## config.mk

```make
export PLATFORM = sky130hd
export DESIGN_NAME = adc_seq_ctrl
export DESIGN_NICKNAME = d
export VERILOG_FILES = /design/src/rtl/adc_seq_pkg.sv /design/src/rtl/adc_bus_decode.sv /design/src/rtl/adc_conv_timer.sv /design/src/rtl/adc_ctrl_reg.sv /design/src/rtl/adc_seq_ctrl.sv
export SDC_FILE = /design/constraint.sdc
export NUM_CORES = 1
export LEC_CHECK = 0
export BUFFER_PORTS_ARGS = -buffer_cell sky130_fd_sc_hd__buf_2
export CORE_UTILIZATION = 56
export DETAILED_ROUTE_END_ITERATION = 6
export PLACE_DENSITY = 0.91
export SETUP_SLACK_MARGIN = 0.1
export SLEW_MARGIN = 20
export SYNTH_ARGS = -nofsm -noshare
export SYNTH_HDL_FRONTEND = slang
export SYNTH_SLANG_ARGS = --single-unit
export TNS_END_PERCENT = 100
```

## constraint.sdc

```tcl
create_clock -name clk -period 6.43 [get_ports clk]
set_clock_uncertainty 0.15 [all_clocks]
set_input_delay 0.3215 -clock clk [delete_from_list [all_inputs] [get_ports clk]]
set_output_delay 0.3215 -clock clk [all_outputs]
set_load 0.02 [all_outputs]
```

## src/rtl/adc_seq_pkg.sv

```systemverilog
package adc_seq_pkg;
   localparam int OFS_CTRL = 0;
   localparam int OFS_DATA = 4;

   localparam int BIT_CHAN_LO = 24;
   localparam int BIT_IEN     = 21;
   localparam int BIT_REFSEL  = 19;
   localparam int BIT_FLAG    = 18;
   localparam int BIT_ENABLE  = 17;
   localparam int BIT_SRST    = 16;
   localparam int BIT_CONV    = 13;
   localparam int BIT_DIV_LO  = 1;
   localparam int DIV_W       = 8;
   localparam int CHAN_W      = 4;

   localparam logic [31:0] CTRL_RESET = 32'h000C_0001;

   typedef enum logic [1:0] {
      HIT_NONE = 2'd0,
      HIT_CTRL = 2'd1,
      HIT_DATA = 2'd2
   } reg_hit_e;
endpackage

```

## src/rtl/adc_bus_decode.sv

```systemverilog
module adc_bus_decode
   import adc_seq_pkg::*;
#(
   parameter int ADDR_W = 12,
   parameter int CODE_W = 10
) (
   input  logic              bus_en,
   input  logic              bus_we,
   input  logic [ADDR_W-1:0] bus_addr,
   input  logic [31:0]       ctrl_q,
   input  logic [CODE_W-1:0] data_q,
   output logic              ctrl_wr,
   output logic [31:0]       bus_rdata
);
   reg_hit_e hit;

   always_comb begin
      if (bus_addr == ADDR_W'(OFS_CTRL))      hit = HIT_CTRL;
      else if (bus_addr == ADDR_W'(OFS_DATA)) hit = HIT_DATA;
      else                                    hit = HIT_NONE;
   end

   assign ctrl_wr = bus_en && bus_we && (hit == HIT_CTRL);

   generate
      if (CODE_W == 32) begin : g_full
         always_comb begin
            bus_rdata = '0;
            if (bus_en && !bus_we) begin
               if (hit == HIT_CTRL)      bus_rdata = ctrl_q;
               else if (hit == HIT_DATA) bus_rdata = data_q;
            end
         end
      end else begin : g_ext
         always_comb begin
            bus_rdata = '0;
            if (bus_en && !bus_we) begin
               if (hit == HIT_CTRL)      bus_rdata = ctrl_q;
               else if (hit == HIT_DATA) bus_rdata = {{(32-CODE_W){1'b0}}, data_q};
            end
         end
      end
   endgenerate
endmodule

```

## src/rtl/adc_conv_timer.sv

```systemverilog
module adc_conv_timer
   import adc_seq_pkg::*;
#(
   parameter int CONV_CYCLES = 20
) (
   input  logic             clk,
   input  logic             rst_n,
   input  logic             start_i,
   input  logic             stop_i,
   input  logic [DIV_W-1:0] div_i,
   output logic             expire_o
);
   localparam int MAX_TICKS = CONV_CYCLES * 2 * (2 ** DIV_W);
   localparam int CNT_W     = $clog2(MAX_TICKS);

   logic [CNT_W-1:0] cnt_q;
   logic             busy_q;
   logic [CNT_W-1:0] load_v;

   assign load_v = CNT_W'(CONV_CYCLES * 2) * (CNT_W'(div_i) + CNT_W'(1)) - CNT_W'(1);

   always_ff @(posedge clk) begin
      if (!rst_n) begin
         busy_q <= 1'b0;
         cnt_q  <= '0;
      end else if (stop_i) begin
         busy_q <= 1'b0;
      end else if (start_i) begin
         busy_q <= 1'b1;
         cnt_q  <= load_v;
      end else if (busy_q) begin
         if (cnt_q == '0) busy_q <= 1'b0;
         else             cnt_q  <= cnt_q - CNT_W'(1);
      end
   end

   assign expire_o = busy_q && (cnt_q == '0);
endmodule

```

## src/rtl/adc_ctrl_reg.sv

```systemverilog
module adc_ctrl_reg
   import adc_seq_pkg::*;
#(
   parameter int NUM_CHAN = 8,
   parameter int CODE_W   = 10
) (
   input  logic              clk,
   input  logic              rst_n,
   input  logic              ctrl_wr,
   input  logic [31:0]       wdata,
   input  logic              expire_i,
   input  logic [CODE_W-1:0] samp_code,
   output logic [31:0]       ctrl_q,
   output logic [CODE_W-1:0] data_q,
   output logic              start_o,
   output logic              stop_o,
   output logic              done_o,
   output logic [CHAN_W-1:0] chan_o
);
   logic [31:0] ctrl_mid;
   logic [31:0] ctrl_nxt;
   logic        soft_rst;
   logic        abort;
   logic        chan_ok;

   always_comb begin
      ctrl_mid = ctrl_q;
      if (ctrl_wr) begin
         ctrl_mid           = wdata;
         ctrl_mid[BIT_FLAG] = wdata[BIT_FLAG] ? 1'b0 : ctrl_q[BIT_FLAG];
      end
   end

   assign chan_o   = ctrl_mid[BIT_CHAN_LO +: CHAN_W];
   assign soft_rst = ctrl_wr && wdata[BIT_SRST];
   assign start_o  = ctrl_wr && !soft_rst && wdata[BIT_ENABLE] && wdata[BIT_CONV]
                     && !ctrl_q[BIT_CONV];
   assign abort    = ctrl_wr && !soft_rst && wdata[BIT_ENABLE] && !wdata[BIT_CONV];
   assign stop_o   = soft_rst || abort;

   generate
      if (NUM_CHAN == (2 ** CHAN_W)) begin : g_all_valid
         assign chan_ok = 1'b1;
      end else begin : g_range
         assign chan_ok = chan_o < CHAN_W'(NUM_CHAN);
      end
   endgenerate

   assign done_o = expire_i && chan_ok && !stop_o && !start_o;

   always_comb begin
      ctrl_nxt = ctrl_mid;
      if (done_o) begin
         ctrl_nxt[BIT_CONV] = 1'b0;
         if (ctrl_mid[BIT_IEN]) ctrl_nxt[BIT_FLAG] = 1'b1;
      end
   end

   always_ff @(posedge clk) begin
      if (!rst_n || soft_rst) begin
         ctrl_q <= CTRL_RESET;
         data_q <= '0;
      end else begin
         ctrl_q <= ctrl_nxt;
         if (done_o) data_q <= samp_code;
      end
   end
endmodule

```

## src/rtl/adc_seq_ctrl.sv

```systemverilog
module adc_seq_ctrl
   import adc_seq_pkg::*;
#(
   parameter int ADDR_W      = 12,
   parameter int NUM_CHAN    = 8,
   parameter int CODE_W      = 10,
   parameter int CONV_CYCLES = 20
) (
   input  logic              clk,
   input  logic              rst_n,
   input  logic              bus_en,
   input  logic              bus_we,
   input  logic [ADDR_W-1:0] bus_addr,
   input  logic [31:0]       bus_wdata,
   output logic [31:0]       bus_rdata,
   output logic              samp_stb,
   output logic [CHAN_W-1:0] samp_chan,
   input  logic [CODE_W-1:0] samp_code,
   output logic              ref_sel_o,
   output logic              irq_o
);
   generate
      if (ADDR_W < 3)
         $error("adc_seq_ctrl: ADDR_W must reach offset 0x4");
      if (NUM_CHAN < 1 || NUM_CHAN > 2 ** CHAN_W)
         $error("adc_seq_ctrl: NUM_CHAN out of range of the channel field");
      if (CODE_W < 1 || CODE_W > 32)
         $error("adc_seq_ctrl: CODE_W must be 1..32");
      if (CONV_CYCLES < 1)
         $error("adc_seq_ctrl: CONV_CYCLES must be positive");
   endgenerate

   logic              ctrl_wr;
   logic [31:0]       ctrl_q;
   logic [CODE_W-1:0] data_q;
   logic              start;
   logic              stop;
   logic              expire;
   logic              done;
   logic [CHAN_W-1:0] chan;

   adc_bus_decode #(.ADDR_W(ADDR_W), .CODE_W(CODE_W)) i_decode (
      .bus_en    (bus_en),
      .bus_we    (bus_we),
      .bus_addr  (bus_addr),
      .ctrl_q    (ctrl_q),
      .data_q    (data_q),
      .ctrl_wr   (ctrl_wr),
      .bus_rdata (bus_rdata)
   );

   adc_ctrl_reg #(.NUM_CHAN(NUM_CHAN), .CODE_W(CODE_W)) i_ctrl (
      .clk       (clk),
      .rst_n     (rst_n),
      .ctrl_wr   (ctrl_wr),
      .wdata     (bus_wdata),
      .expire_i  (expire),
      .samp_code (samp_code),
      .ctrl_q    (ctrl_q),
      .data_q    (data_q),
      .start_o   (start),
      .stop_o    (stop),
      .done_o    (done),
      .chan_o    (chan)
   );

   adc_conv_timer #(.CONV_CYCLES(CONV_CYCLES)) i_timer (
      .clk      (clk),
      .rst_n    (rst_n),
      .start_i  (start),
      .stop_i   (stop),
      .div_i    (bus_wdata[BIT_DIV_LO +: DIV_W]),
      .expire_o (expire)
   );

   assign samp_stb  = done;
   assign samp_chan = chan;
   assign ref_sel_o = ctrl_q[BIT_REFSEL];
   assign irq_o     = ctrl_q[BIT_FLAG];
endmodule

```

==> metrics.md <==
| Metric | Value |
|---|---|
| Run status | completed |
| Adder and majority cell fraction of the synthesized area | 6.25% |
| Most used standard cell by instance count after synthesis | nand2_1 |
| Ports | 97 |
| Routed Wire Length | 8.04 mm |
| Count of flip-flops with a built-in enable after synthesis | 0 |
| Peak supply drop | 0.139 mV |
| DRC violations left | 0 |
| Ratio of cells with drive above 1 in the final layout | 24.4% |
| Mean area per synthesized cell | 8.03 µm² |
| Quantity of hold-fixing buffers added after cts | 0 |
| Clk buf depth | 2 |
| Die outline area | 6180 µm² |
| Worst Hold Margin | 0.0635 ns |
| Slew at the pin with the worst max-slew slack | 1.02 ns |
| Flip-flop and latch count after synthesis | 57 |
| Setup repair bufs after CTS | 0 |
| Post-route insts no fill | 568 |
| Sequential area share after synthesis | 34.7% |
| Crit start category | input port |
| Post-layout worst setup margin | 2.65 ns |
| Total standard cell area after synthesis | 3290 µm² |
| Cell taking the most area after synthesis | dfxtp_1 |
| Minimum period implied by the final worst setup slack | 3.78 ns |
| Max-slew violation count | 0 |
| Placeable Area | 5570 µm² |
| Die span in y | 78.6 µm |
| DR vias/cell | 5.54 |
| Maximum clock frequency | 0.265 GHz |
| Synth Instances | 409 |
| Count of max-cap constraint violations | 0 |
| Routability congestion estimate from global placement | 0.875 |
| Hold violation count in the final report | 0 |
| Maximum number of pins on one net before global-route repair | 33 |
| RSZ-0062 raised after global routing | false |
| Warnings from Yosys | 0 |
| Category of the most critical setup path | input port to primary output |
| Count of nets after finishing | 564 |
| Dominant combinational cell family by area after synthesis | simple AND/OR/NAND/NOR gates |
| Number of DRC markers after the initial detailed-route iteration | 198 |
| Hold/Removal Path Class | input port to register |
| Required @ worst endpoint | 5.96 ns |
| Average routed wire per standard cell | 14.1 µm |
| Compound-cell area share of the yosys netlist | 12.1% |
| Initial antenna violation count | 0 |
| Placed Instances | 552 |
| Post-synthesis share of cell area spent on xor and xnor gates | 8.95% |
| Clock input transition at the sequential cells of the worst setup and hold paths | 0.07 ns |
| Count of endpoints failing setup in the final report | 0 |
| Maximum fanout count along the critical path | 32 |
| Leakage component of the power | 1.77 nW |
| Global-route total usage across every layer | 27.0% |
| Root buffer cell | clkbuf_8 |
| Number of H-tree branching levels | 3 |
| First-pass GRT wire length | 12.9 mm |
| Crit path max-delay cell type | or3_1 |
| Final antenna-violating net count | 0 |
| Clock Latency Late Sink | 0.34 ns |
| Dpl hpwl | 5.78 mm |
| Period utilization | 58.8% |
| Kind of capture point of the worst setup path | primary output |
| Pwr Total | 0.822 mW |
| Synth top cells by count | nand2_1, dfxtp_1, a21oi_1, nor2_1, and2_1 |
| Number of global-route vias before repair | 2913 |
| Number of port buffers | 96 |
| CTS Buf Count | 9 |
| Area grow syn2layout | 20.6% |
| Die width | 78.6 µm |
| Post-CTS Resized | 0 |
| Worst path cell trace | buf_2 -> nand2b_1 -> or3_1 -> or2_1 -> and4b_1 -> buf_2 |
| Pre-CTS worst setup slack | 2.63 ns |
| Setup tns final | 0 ns |
| Pwr dens | 208 nW/µm² |
| Flip-flop cell with the highest count after synthesis | dfxtp_1 |
| Number of placement rows | 27 |
| TritonCTS clock tree | done |
| Max transition margin | 32.3% |
| Syn_nets | 482 |
| Number of inserted diodes | 0 |
| Overall overflow remaining after global route | 0 |
| Mux cell area share after synthesis | 7.04% |
| Clock sink total | 57 |
| Number of search-and-repair iterations in the first detailed-routing pass | 4 |
| Simple-gate portion of the synthesized area | 25.9% |
| Number of vias after detailed routing | 3147 |
| Starting density of the core | 58.9% |
| Worst EP arrival | 3.31 ns |
| Cell repeated most along the worst path | buf_2 |
| Top cell type's share of synthesized area | 34.7% |
| Share of flip-flops with an asynchronous set or reset | 0% |
| Top post-synthesis cells by area | dfxtp_1, nand2_1, mux2i_1, a21oi_1, ha_1 |
| Count of distinct cell types in the synthesized netlist | 50 |
| Biggest cell delay along the critical path | 0.80 ns |
==> cells in the final DEF (no fill, tap or decap), drive strengths merged, types with 2 or more instances in the layout <==
cell and n:
clkbuf 12, and4 3, a21o 2, xor2 13, mux2i 22, nor3 8
nor4 2, a21oi 39, or3 4, nand4b 2, o21ai 13, o21a 3
xnor2 18, inv 8, or4 2, o211a 3, ha 14, and3 2
buf 98, a31oi 2, and2 25, nand2 69, a21boi 2, clkinvlp 2
nand4 6, nor2 39, nand3 8, dfxtp 57
==> logic make-up (layout without fill, tap and decap cells) <==
logic type	count (synthesis)	count (layout)
fa+ha+maj	16	16
flops	57	57
simple gates	177	177
compound gates	69	69
buf+inv	35	122
mux	23	23
xor+xnor	32	32
==> metrics by stage <==
stage | area (µm²) | util, %
floorplan | 3290 | -
global placement | 3740 | 67.2
detailed placement | 3740 | 67.2
CTS | 3960 | 71.0
global route | 3960 | 71.1
finish | 3960 | 71.1
==> flip-flops by register name, summed over array words and instances, names as in the netlist <==
| register | cells |
|---|---|
| i_ctrl.ctrl_q | 32 |
| i_ctrl.data_q | 10 |
| i_timer.busy_q | 1 |
| i_timer.cnt_q | 14 |
==> per-layer routing <==
metal	GRT usage (%)	part of all wire, %
met1	31.5	45
met5	0	0
met2	45.0	47
met4	14.8	2.8
met3	6.86	5.5
==> worst max-delay path: cells and delay by family <==
kind	cells	cell delay, ns
and+or+nand+nor	4	2.34
buffers and inverters	2	0.63
==> final cells by class <==
class,instances,area [µm²]
Clock buffer,12,165
Inverter,8,30.0
Tap cell,72,90.1
Sequential cell,57,1140
Timing Repair Buffer,98,495
Fill cell,444,1610
Multi-Input combinational cell,317,1990
Clock inverter,4,50.0
==> path summary, 6_finish.rpt <==
kind                           from           endpoint  slack (ns)  cells past startpoint
setup / recovery        bus_addr[2]           samp_stb        2.65                      6
hold / removal         bus_wdata[9]   i_ctrl.ctrl_q[9]        0.06                      3
setup reg to reg   i_timer.cnt_q[7]   i_ctrl.data_q[9]        3.79                      6
hold reg to reg   i_ctrl.ctrl_q[29]  i_ctrl.ctrl_q[29]        0.30                      2
==> power breakdown <==
| group | internal, mW | switching (mW) |
|---|---|---|
| clock network | 0.210 | 0.142 |
| logic | 0.0528 | 0.0651 |
| registers | 0.353 | 0.00000697 |
| total | 0.615 | 0.207 |
(Power assumes the default switching activity.)
